===== src/rtl/srt_sel_pkg.sv =====
package srt_sel_pkg;

   localparam int NUM_CMP = 4;   // thresholds: 0=T2, 1=T1, 2=T0, 3=Tm
   localparam int NUM_DIG = 5;   // digits -2..+2

   typedef logic [NUM_DIG-1:0] digit_oh_t;
   typedef logic signed [2:0]  digit_sv_t;

   localparam digit_oh_t OH_ZERO = 5'b00100;

   // divisor midpoint in remainder LSB units
   function automatic int mid_units(input int idx, input int idx_w, input int rem_frac);
      int base;
      base = ((1 << idx_w) + idx) * 2 + 1;
      return base << (rem_frac - idx_w - 1);
   endfunction

   // threshold k for table entry idx
   function automatic int sel_const(input int idx, input int k, input int idx_w, input int rem_frac);
      int d;
      d = mid_units(idx, idx_w, rem_frac);
      case (k)
         0:       return (3 * d) >>> 1;
         1:       return d >>> 1;
         2:       return -(d >>> 1);
         default: return -((3 * d) >>> 1);
      endcase
   endfunction

endpackage


===== src/rtl/srt_sel_const_rom.sv =====
module srt_sel_const_rom #(
   parameter int REM_W    = 8,
   parameter int IDX_W    = 3,
   parameter int REM_FRAC = 4
) (
   input  logic [IDX_W-1:0]                         idx,
   output logic [srt_sel_pkg::NUM_CMP*REM_W-1:0]    thr_flat
);
   import srt_sel_pkg::*;

   localparam int NENT = 1 << IDX_W;

   logic [REM_W-1:0] tbl [NENT][NUM_CMP];

   for (genvar e = 0; e < NENT; e++) begin : g_ent
      for (genvar k = 0; k < NUM_CMP; k++) begin : g_thr
         localparam int V = sel_const(e, k, IDX_W, REM_FRAC);
         assign tbl[e][k] = V[REM_W-1:0];
      end
   end

   for (genvar k = 0; k < NUM_CMP; k++) begin : g_out
      assign thr_flat[k*REM_W +: REM_W] = tbl[idx][k];
   end

endmodule


===== src/rtl/srt_sel_cmp_bank.sv =====
module srt_sel_cmp_bank #(
   parameter int REM_W = 8
) (
   input  logic [REM_W-1:0]                       rem,
   input  logic [srt_sel_pkg::NUM_CMP*REM_W-1:0]  thr_flat,
   output logic [srt_sel_pkg::NUM_CMP-1:0]        below
);
   import srt_sel_pkg::*;

   // each bit is the sign of (rem - threshold), done as a signed compare
   for (genvar k = 0; k < NUM_CMP; k++) begin : g_cmp
      logic signed [REM_W-1:0] thr_k;
      assign thr_k    = thr_flat[k*REM_W +: REM_W];
      assign below[k] = $signed(rem) < thr_k;
   end

endmodule


===== src/rtl/srt_sel_decode.sv =====
module srt_sel_decode (
   input  logic [srt_sel_pkg::NUM_CMP-1:0] below,
   output srt_sel_pkg::digit_oh_t          oh,
   output srt_sel_pkg::digit_sv_t          dig
);
   import srt_sel_pkg::*;

   // edges of the thermometer give the one-hot select
   assign oh[NUM_DIG-1] = ~below[0];
   assign oh[0]         = below[NUM_CMP-1];
   for (genvar k = 1; k < NUM_CMP; k++) begin : g_mid
      assign oh[NUM_DIG-1-k] = below[k-1] & ~below[k];
   end

   // signed digit from population count, independent of the one-hot path
   logic [2:0] ones;
   always_comb begin
      ones = '0;
      for (int k = 0; k < NUM_CMP; k++) ones = ones + {2'b00, below[k]};
   end
   assign dig = 3'd2 - ones;

endmodule


===== src/rtl/srt_digit_select.sv =====
module srt_digit_select #(
   parameter int REM_W    = 8,
   parameter int IDX_W    = 3,
   parameter int REM_FRAC = 4,
   parameter bit REG_OUT  = 1'b1
) (
   input  logic             clk,
   input  logic             rst_n,
   input  logic             valid_in,
   input  logic [REM_W-1:0] rem_msbs,
   input  logic [IDX_W-1:0] div_idx,
   output logic             valid_out,
   output logic [4:0]       digit_onehot,
   output logic [2:0]       digit_val
);
   import srt_sel_pkg::*;

   localparam int NENT    = 1 << IDX_W;
   localparam int THR_MAX = sel_const(NENT - 1, 0, IDX_W, REM_FRAC);
   localparam int POS_MAX = (1 << (REM_W - 1)) - 1;

   if (REM_W < 4) begin : g_bad_w
      $error("REM_W must be at least 4");
   end
   if (IDX_W < 1 || IDX_W > 6) begin : g_bad_i
      $error("IDX_W must lie in 1..6");
   end
   if (REM_FRAC < IDX_W + 1) begin : g_bad_f
      $error("REM_FRAC must exceed IDX_W");
   end
   if (THR_MAX >= POS_MAX) begin : g_bad_t
      $error("largest threshold does not fit the remainder width");
   end

   logic [NUM_CMP*REM_W-1:0] thr_flat;
   logic [NUM_CMP-1:0]       cmp_lt;
   digit_oh_t                oh_c;
   digit_sv_t                dig_c;

   srt_sel_const_rom #(.REM_W(REM_W), .IDX_W(IDX_W), .REM_FRAC(REM_FRAC)) u_rom (
      .idx      (div_idx),
      .thr_flat (thr_flat)
   );

   srt_sel_cmp_bank #(.REM_W(REM_W)) u_cmp (
      .rem      (rem_msbs),
      .thr_flat (thr_flat),
      .below    (cmp_lt)
   );

   srt_sel_decode u_dec (
      .below (cmp_lt),
      .oh    (oh_c),
      .dig   (dig_c)
   );

   if (REG_OUT) begin : g_reg
      logic      valid_q;
      digit_oh_t oh_q;
      digit_sv_t dig_q;
      always_ff @(posedge clk or negedge rst_n) begin
         if (!rst_n) begin
            valid_q <= 1'b0;
            oh_q    <= OH_ZERO;
            dig_q   <= '0;
         end else begin
            valid_q <= valid_in;
            if (valid_in) begin
               oh_q  <= oh_c;
               dig_q <= dig_c;
            end
         end
      end
      assign valid_out    = valid_q;
      assign digit_onehot = oh_q;
      assign digit_val    = dig_q;
   end else begin : g_comb
      assign valid_out    = valid_in;
      assign digit_onehot = oh_c;
      assign digit_val    = dig_c;
   end

endmodule


===== config.mk =====
export PLATFORM = sky130hd
export DESIGN_NAME = srt_digit_select
export DESIGN_NICKNAME = d
export VERILOG_FILES = /design/src/rtl/srt_sel_pkg.sv /design/src/rtl/srt_sel_const_rom.sv /design/src/rtl/srt_sel_cmp_bank.sv /design/src/rtl/srt_sel_decode.sv /design/src/rtl/srt_digit_select.sv
export SDC_FILE = /design/constraint.sdc
export NUM_CORES = 1
export LEC_CHECK = 0
export BUFFER_PORTS_ARGS = -buffer_cell sky130_fd_sc_hd__buf_2
export CAP_MARGIN = 20
export CORE_UTILIZATION = 52
export DETAILED_ROUTE_END_ITERATION = 16
export PLACE_DENSITY = 0.82
export SKIP_CTS_REPAIR_TIMING = 1
export SLEW_MARGIN = 0
export SYNTH_ARGS = -nofsm -noshare
export SYNTH_HDL_FRONTEND = slang
export SYNTH_SLANG_ARGS = --single-unit

===== constraint.sdc =====
create_clock -name clk -period 1 [get_ports clk]
set_input_delay 0.05 -clock clk [delete_from_list [all_inputs] [get_ports clk]]
set_output_delay 0.05 -clock clk [all_outputs]
set_load 0.01 [all_outputs]

Yosys cells after proc, flatten, opt, wreduce, memory -nomap -nowiden:

Memories as Yosys holds them, arrays and structs flattened.
Cells that the tools add are included.

* register bits: 9
* bits in read-only memories: 256
* input bits: 14
* output and inout port bits: 9
* word-level logic and storage cells: 23
* memories kept: 1

* add/subtract/negate cells: 4
* magnitude comparators: 5
* muxes and demuxes: 2
* bitwise gates (word level): 8

Memory list
* (name not given): depth 8, bits a word 32, read ports 1, clocked after memory_dff 0, wr ports 0, RTL line srt_sel_const_rom.sv:23 `assign thr_flat[k*REM_W +: REM_W] = tbl[idx][k];`

Operators with widths (count)
* $mux 32: 2
* $lt 8x8->1: 4
* $add 3x1->3: 2
* $ge 4x4->1 const B: 1
* $not 1->1: 4
* $not 3->4: 1
* $and 1x1->1: 3
* $sub 2x3->3 const A: 1
* $add 1x1->2: 1

Logic depth before layout (Yosys ltp):

Gate-level depths: netlist (run 1).

* depth after elaboration: 9
* mapped depth: 14

By module:

A second synthesis (run 1) with hierarchy kept.

* cell total of the unflattened synthesis: 183
* area total of the unflattened synthesis: 1565.3 µm²

Modules (own cells, without submodules)
* srt_sel_cmp_bank: times used 1, cells each 108, area an instance 750.7 µm², sequential area each 0.0 µm²
* srt_digit_select: times used 1, cells each 18, area an instance 357.8 µm², sequential area each 226.5 µm²
* srt_sel_const_rom: times used 1, cells each 43, area an instance 337.8 µm², sequential area each 0.0 µm²
* srt_sel_decode: times used 1, cells each 14, area an instance 118.9 µm², sequential area each 0.0 µm²

Least setup slack after synthesis (run 1):

No wires, ideal clock.

* kind: input to register
* from: input div_idx[0]
* to: register g_reg.dig_q[2], in the netlist digit_val[2]
* library setup time: 125 ps
* data arrival time: 2558 ps
* data required time: 875 ps
* setup slack: -1682 ps
* cell stages on the path: 13
* path through: inv_1 -> ha_1 -> mux2_2 -> ha_1 -> a211oi_1 -> nor3_1 -> a2111oi_2 -> xor2_1 -> nand2_1 -> ha_1 -> inv_1 -> fa_1 -> mux2_2

* longest elaborated chain between the ends: 9
* elaborated cells on any way between the ends: 12
* those cells by class: 4 x add/sub; 4 x order compare; 2 x mux; 1 x bitwise; 1 x memory

RTL lines
* start, declared: RTL line srt_digit_select.sv:11 `input logic [IDX_W-1:0] div_idx,`
* $not 3->4 (not written as such) (*): RTL line srt_sel_const_rom.sv:23
* $mem_v2 8x32 (*)
* $mux 32 (not written as such) (*) (2 in a row): RTL line srt_sel_const_rom.sv:23
* $lt 8x8->1: RTL line srt_sel_cmp_bank.sv:14 `assign below[k] = $signed(rem) < thr_k;`
* $add 1x1->2: RTL line srt_sel_decode.sv:19 `for (int k = 0; k < NUM_CMP; k++) ones = ones + {2'b00, below[k]};`
* $add 3x1->3: RTL line srt_sel_decode.sv:19
* $add 3x1->3 (*): RTL line srt_sel_decode.sv:19
* $sub 2x3->3 (*): RTL line srt_sel_decode.sv:21 `assign dig = 3'd2 - ones;`
* named net dig_c[2]: RTL line srt_digit_select.sv:38 `digit_sv_t dig_c;`
* end signal, assigned: RTL line srt_digit_select.sv:70 `dig_q <= dig_c;`
* end, declared: RTL line srt_digit_select.sv:60 `digit_sv_t dig_q;`

The timed path passes the listed nets; every way through them passes the cells marked *. The select of a mux whose other input is x is not followed.
A chain may end at the register's enable or synchronous reset.

Worst setup path after layout (run 1):

* from: input div_idx[1]
* to: register g_reg.dig_q[1], in the netlist digit_val[1]

* longest elaborated chain between the ends: 9
* elaborated cells on any way between the ends: 12
* those cells by class: 4 x add/sub; 4 x order compare; 2 x mux; 1 x bitwise; 1 x memory

RTL lines (RTL line)
* $not 3->4 (not written as such) (*): srt_sel_const_rom.sv:23
* $mem_v2 8x32 (*)
* $mux 32 (not written as such) (*) (2 in a row): srt_sel_const_rom.sv:23
* $lt 8x8->1: srt_sel_cmp_bank.sv:14
* $add 1x1->2: srt_sel_decode.sv:19
* $add 3x1->3: srt_sel_decode.sv:19
* $add 3x1->3 (*): srt_sel_decode.sv:19
* $sub 2x3->3 (*): srt_sel_decode.sv:21

Mark *: on every way between the ends. The rest lies on a longest branch, timed or not. The select of a mux whose other input is x is not followed.

==> metrics.txt, run 1 <==
Tmin final approximately 2.4 ns; Total Wirelength 3800 um; number of synthesized register bits 9; vias per cell 6.37; global-route wire length before repair about 3900 um; Port Buffers 22; Critical-path top delay cell fa_2; Min-Delay Startpoint valid_in; io pins 23; register area share after synthesis 24.9%; most frequent CP cell ha_1; YS warnings 0; worst slew pin tran 0.348 ns; cts bufs inserted 3; die area 1920 um^2; # diodes 0; area grow syn2layout 64.6%; Post-Place Cells between 150 and 200; placed wire-length estimate 2100 um; Mapped Area a little over 900 um^2; Area after DPL 1240 um^2; Switch Pwr about 0.00062 W; peak supply drop 1.46 mV; final setup vio count 8; fin nets around 180; Max Cap Violations 0; Final Hold Fails 0; clock sink count 9; setup TNS -7.06 ns; post-route insts no fill approximately 160; DRT met1 WL approximately 1300 um; FMAX 0.411 GHz; routed length per instance 24.2 um; layout cells sized above 1 around three fifths; Clk Latency, worst-skew pair 0.27 ns; max-slew violations 0; pwr/cell area between 1000 and 1500 nW/um^2; DIE WIDTH 43.8 um; FF-to-FF Start digit_onehot[2]$_DFFE_PN1P_; clock share of power 19.2%; Crit Path Max Fanout 3; initial drt markers 30; Worst EP required 1.20 ns; Arrival @ worst endpoint 2.63 ns; failing checks design-rule violations, negative setup slack; Slowest Stage Delay on Critical Path 0.43 ns; Crit. End Element register; Setup Skew 0 ns; initial antenna violation count 0; htree depth 1; final worst path period share 244%; GP Congestion 0.828; worst slack, placed -1.70 ns; die span in y about 44 um; Root Driver clkbuf_4; Met3 Wirelength a little under 300 um; Top Layer Used met4; ANT nets after route 0; status finished, violations left; CP bufs+invs 4; LEAKAGE between 0.6 and 0.7 nW; vias 1000; syn_nets 130; number of global-route vias before repair 875; Detail Route met2 WL 1880 um; CTS tree built; pin count of the biggest net entering global routing 14; Crit Path Category primary input to register; final instance area 1500 um^2; cells after synthesis between 90 and 100; global route overflow 0; clock buffer depth 2; Synth Area per Inst 9.68 um^2; crit-path leading delay family adder cells; Synth cell types 30; Tot GR Track Use between 20% and 30%; DRC 2; initial cell density of the core 57.7%; Comb power frac approximately half; row cnt 14; critical path, cell by cell buf_6 -> inv_6 -> ha_4 -> inv_1 -> ha_1 -> a2111oi_4 -> nor3_2 -> nor2_1 -> ha_1 -> ha_2 -> inv_2 -> fa_2 -> mux2i_1; Sw Share between 30% and 40%; Rel. slew slack 76.6%; worst setup margin -1.44 ns; DR pass1 iterations 10; core area 1580 um^2; Worst Hold Class primary input to register; CTS clk-pin slew, worst paths roughly 0.07 ns; RSZ-0062 raised after global routing yes; Pint just under 0.001 W; Critical path origin div_idx[1]; Seq pwr share 29.3%; Tot Pwr between 0.0015 and 0.002 W; critical path startpoint category primary input
==> synthesized netlist by cell type (all sizes together) <==
| cell | number | area [um^2] |
|---|---|---|
| a211oi | 1 | 7.51 |
| mux2 | 4 | 45.0 |
| nor3 | 2 | 10.0 |
| nand4b | 1 | 8.76 |
| buf | 1 | 3.75 |
| ha | 21 | 263 |
| a21oi | 5 | 25.0 |
| dfrtp | 8 | 200 |
| o21ai | 2 | 10.0 |
| a2bb2oi | 1 | 8.76 |
| mux2i | 3 | 30.0 |
| o211ai | 1 | 7.51 |
| inv | 13 | 48.8 |
| a21o | 1 | 7.51 |
| dfstp | 1 | 26.3 |
| o21a | 2 | 15.0 |
| xnor2 | 1 | 8.76 |
| a211o | 1 | 8.76 |
| o22ai | 2 | 12.5 |
| a31o | 1 | 8.76 |
| a2111oi | 3 | 51.3 |
| a311oi | 1 | 8.76 |
| nand2 | 6 | 22.5 |
| nor2 | 7 | 26.3 |
| xor2 | 1 | 8.76 |
| nand3 | 2 | 10.0 |
| nand2b | 1 | 6.26 |
| fa | 1 | 20.0 |
==> flip-flops by register name (all words and copies together), names as in the netlist <==
register and flops:
digit_onehot 5, digit_val 3, valid_out 1
==> placed cells by master (no fill, tap or decap), drive strengths merged, types with 2 or more instances in the layout <==
cell type  count
inv           13
nand3          2
nand2          6
nor3           2
o21ai          2
ha            21
o22ai          2
mux2i          3
dfrtp          8
clkbuf         4
a21oi          5
a2111oi        3
nor2           7
buf           43
mux2           4
o21a           2
==> final cells by class <==
cell class / count / area (um^2)
multi-input combinational: 71 / 856
fill: 40 / 78.8
clock buffer: 4 / 26.3
tap: 16 / 20.0
timing repair buffer: 44 / 305
sequential: 9 / 226
inverter: 13 / 63.8
==> power by group through the flow <==
stage / combinational, W / sequential, W / clock [W]
3_5_place_dp: 0.000613 / 0.000463 / 0
6_report: 0.000817 / 0.000465 / 0.000305
5_1_grt: 0.000850 / 0.000467 / 0.000323
3_3_place_gp: 0.000568 / 0.000459 / 0
4_1_cts: 0.000615 / 0.000456 / 0.000295
2_1_floorplan: 0.000297 / 0.000493 / 0
==> metrics by stage <==
| stage | hold WS [ns] | utilization (%) |
|---|---|---|
| 2_1_floorplan | -0.246 | - |
| 3_3_place_gp | -0.0975 | 79.0 |
| 3_5_place_dp | -0.0896 | 79.0 |
| 4_1_cts | -0.374 | 80.6 |
| 5_1_grt | 0.0717 | 95.0 |
| 6_report | 0.0739 | 95.0 |
==> path summary, 6_finish.rpt <==
kind / end / slack [ns] / depth (start not counted)
worst min-delay path: valid_out$_DFF_PN0_ / 0.07 / 1
worst min register to register: digit_onehot[1]$_DFFE_PN0P_ / 0.50 / 1
worst max-delay path: digit_val[1]$_DFFE_PN0P_ / -1.44 / 13
max in group asynchronous: digit_onehot[2]$_DFFE_PN1P_ / 0.59 / 2
worst max register to register: digit_onehot[2]$_DFFE_PN1P_ / 0.21 / 2
min in group asynchronous: digit_onehot[1]$_DFFE_PN0P_ / 0.15 / 2
==> layer usage <==
metal	vias up	track usage [%]
met5	-	0
met1	465	36.0
met2	71	50.7
met3	33	6.67
li1	431	-
met4	0	1.88
==> cell families after synthesis <==
group           count (synthesis)  synth area share [%]
flops                           9                  24.9
xor+xnor                        2                  1.93
simple gates                   19                  9.22
fa+ha+maj                      22                  31.1
buf+inv                        14                  5.78
mux                             7                  8.25
compound gates                 21                  18.8
Power figures use the tool's default switching activity.
==> inputs of run 2 (changes only) <==
--- a/config.mk
+++ b/config.mk
@@ -10,7 +10,6 @@
 export CORE_UTILIZATION = 52
 export DETAILED_ROUTE_END_ITERATION = 16
 export PLACE_DENSITY = 0.82
-export SKIP_CTS_REPAIR_TIMING = 1
 export SLEW_MARGIN = 0
 export SYNTH_ARGS = -nofsm -noshare
 export SYNTH_HDL_FRONTEND = slang
==> metrics.txt, run 2 <==
Synth Area per Inst 9.68 um^2 (unchanged); clock buffer depth 2 (unchanged); Stop stage clock tree synthesis (4_1_cts); clock sink count 9 (unchanged); htree depth 1 (unchanged); row cnt 14 (unchanged); Hold-fix buffers, CTS 1; Stop Error [ERROR DPL-0038] Utilization greater than 100%, impossible to legalize; status aborted with a tool error; most common cell in the netlist ha_1; io pins 23 (unchanged); placed wire-length estimate 2100 um (unchanged); cells after synthesis 94 (unchanged); Root Driver clkbuf_4; initial cell density of the core 57.7% (unchanged); Synth area leader ha_1; DIE WIDTH 43.8 um (unchanged); Async SR Flop Fraction 100% (unchanged); GP Congestion 0.828 (unchanged); Port Buffers 22 (unchanged); PostCTS Resize Cnt 60; syn_nets 130 (unchanged); synth cell count leaders ha_1 (21), inv_1 (13), dfrtp_1 (8), nor2_1 (7), nand2_1 (6); Mapped Area 910 um^2 (unchanged); register area share after synthesis 24.9% (unchanged); die span in y 43.8 um (unchanged); number of synthesized register bits 9 (unchanged); cts bufs inserted 3 (unchanged); synth top area cells ha_1 (29%), dfrtp_1 (22%), inv_1 (5.4%), mux2_2 (5.0%), mux2i_1 (3.3%); EDFF count, synth 0 (unchanged); Synth cell types 30 (unchanged); Synth top area share 28.9% (unchanged); YS warnings 0 (unchanged); Post-CTS Setup Bufs 4; top_reg_cell synth dfrtp_1
==> run 2: cell counts after synthesis <==
Identical to the previous run, type by type.
==> run 2: kinds of logic after synthesis <==
kind of cell             count (synthesis)  synth area share [%]
adder cells (fa/ha/maj)                 22                  31.1
AO/OA/AOI/OAI                           21                  18.8
AND/OR/NAND/NOR                         19                  9.22
buffers and inverters                   14                  5.78
flip-flops                               9                  24.9
multiplexers                             7                  8.25
XOR/XNOR                                 2                  1.93
==> run 2: per-stage QoR <==
stage          area (um^2)  TNS, ns  std cells  worst slack, ns  hold slack, ns
3_3_place_gp          1240    -8.74        152            -1.60         -0.0975
3_5_place_dp          1240    -9.41        152            -1.70         -0.0896
2_1_floorplan          961    -6.93         94            -1.40          -0.246
==> inputs of run 3 (changes only) <==
--- a/config.mk
+++ b/config.mk
@@ -7,9 +7,10 @@
 export LEC_CHECK = 0
 export BUFFER_PORTS_ARGS = -buffer_cell sky130_fd_sc_hd__buf_2
 export CAP_MARGIN = 20
-export CORE_UTILIZATION = 52
+export CORE_AREA = 2 2 63 65
 export DETAILED_ROUTE_END_ITERATION = 16
-export PLACE_DENSITY = 0.82
+export DIE_AREA = 0 0 65 67
+export PLACE_DENSITY_LB_ADDON = 0.15
 export SLEW_MARGIN = 0
 export SYNTH_ARGS = -nofsm -noshare
 export SYNTH_HDL_FRONTEND = slang
==> metrics.txt, run 3 (synthesis gave the netlist of run 1 again) <==
status finished, violations left; failing checks negative setup slack; LEAKAGE 0.745 nW; CTS tree built; vias per cell 4.59; initial drt markers 9; die span in y 67 um (+53%); Slowest Stage Delay on Critical Path 0.42 ns; Worst EP required 1.15 ns; io pins 23 (unchanged); cts bufs inserted 3 (unchanged); final setup vio count 8; DR pass1 iterations 4; most common cell after layout, fill and taps aside buf_4; placed wire-length estimate 1870 um (-11%); Crit. End Element register; GP Congestion 0.779 (-5.9%); Clk Latency, worst-skew pair 0.23 ns; Rel. slew slack 78.7%; fin nets 183; DRC 0; number of global-route vias before repair roughly 1000; htree depth 1 (unchanged); initial cell density of the core 25.2% (-32 points); Arrival @ worst endpoint ~2.4 ns; peak supply drop about 0.79 mV; Max Cap Violations 0; global route overflow 0; crit-path leading delay family adder cells; Crit Path Category primary input to register; Total Wirelength 2460 um; die area 4360 um^2; layout cells sized above 1 64.4%; critical path, cell by cell buf_12 -> ha_4 -> mux2_4 -> ha_4 -> a211oi_2 -> nor3_2 -> a2111oi_4 -> xor2_1 -> nand2_1 -> ha_2 -> inv_2 -> fa_2 -> mux2i_1; final worst path period share 228%; final instance area 1690 um^2; RSZ-0062 raised after global routing yes; Root Driver clkbuf_8; ANT nets after route 0; clock sink count 9 (unchanged); clock share of power 25.1%; Sw Share 32.4%; core area ~3600 um^2; initial antenna violation count 0; Comb power frac 47.5%; vias 890; pwr/cell area between 900 and 1000 nW/um^2; DIE WIDTH 65 um (+48%); CTS clk-pin slew, worst paths approximately 0.040 ns; global-route wire length before repair 4170 um; # diodes 0; Pint 0.00112 W; FMAX 0.438 GHz; worst slack, placed -1.73 ns (-0.0284 ns); worst setup margin -1.28 ns; row cnt 22 (+8); Area after DPL 1280 um^2 (+2.6%); Switch Pwr 0.000538 W; Setup Skew 0 ns; Worst Hold Class primary input to register; Seq pwr share a little over a quarter; commonest cells after routing, fill and taps aside buf_4 (20), buf_2 (18), ha_4 (11); max-slew violations 0; Tmin final between 2 and 2.5 ns; Critical-path top delay cell fa_2; worst slew pin tran 0.320 ns; Port Buffers 22 (unchanged); Crit Path Max Fanout 3; pin count of the biggest net entering global routing 10; Final Hold Fails 0; clock buffer depth 2 (unchanged); CP bufs+invs 2; Tot GR Track Use 12.5%; area grow syn2layout 85.8%; max reg flops 5; routed length per instance 12.7 um; critical path startpoint category primary input; most frequent CP cell ha_4
[run 3: repair_timing]
action,CTS,global route
hold buffers,1,0
resized for setup,64,3
setup buffers,8,3
endpoints found under the setup margin,8,8
gates cloned,0,0
endpoints found under the hold margin,9,0
pin swaps,21,11
[run 3: worst paths after layout]
kind,slack [ns],end,depth (start not counted),startpoint
worst min-delay path,0.02,valid_out$_DFF_PN0_,1,valid_in
worst max-delay path,-1.28,digit_val[1]$_DFFE_PN0P_,13,div_idx[0]
worst max register to register,0.25,digit_onehot[2]$_DFFE_PN1P_,2,digit_onehot[2]$_DFFE_PN1P_
min in group asynchronous,0.20,digit_onehot[0]$_DFFE_PN0P_,2,rst_n
worst min register to register,0.49,digit_onehot[2]$_DFFE_PN1P_,2,digit_onehot[2]$_DFFE_PN1P_
max in group asynchronous,0.56,digit_onehot[2]$_DFFE_PN1P_,2,rst_n
[run 3: metal layers]
metal  track usage [%]  wire length, um  vias up
li1                  -                -      440
met1              13.0              986      418
met2              25.3             1310       24
met3              1.18              101        8
met4              5.32               59        0
met5                 0                0        -
[run 3: power by group through the flow]
stage | logic [W] | registers (W) | clock network, W
after floorplan | 0.000297 | 0.000493 | 0
after global placement | 0.000587 | 0.000461 | 0
after detailed placement | 0.000590 | 0.000461 | 0
after CTS | 0.000786 | 0.000457 | 0.000428
after global routing | 0.000874 | 0.000466 | 0.000446
final | 0.000789 | 0.000455 | 0.000417
[run 3: layout make-up]
class	instances	area (um^2)
clock buffers	4	45.0
fillers	348	1920
inverters	13	68.8
multi-input cells	71	901
flip-flops and latches	9	226
well taps	48	60.1
repair buffers	49	389
[run 3: metrics by stage]
step	power (W)	utilization (%)	hold slack (ns)	TNS, ns	instances
finish	0.00166	46.9	0.0175	-6.29	194
global route	0.00179	46.9	0.0222	-6.92	194
CTS	0.00167	46.5	0.0167	-6.54	194
detailed placement	0.00105	35.4	-0.0932	-9.59	183
global placement	0.00105	35.4	-0.0938	-9.38	183
floorplan	0.000791	-	-0.246	-6.93	94
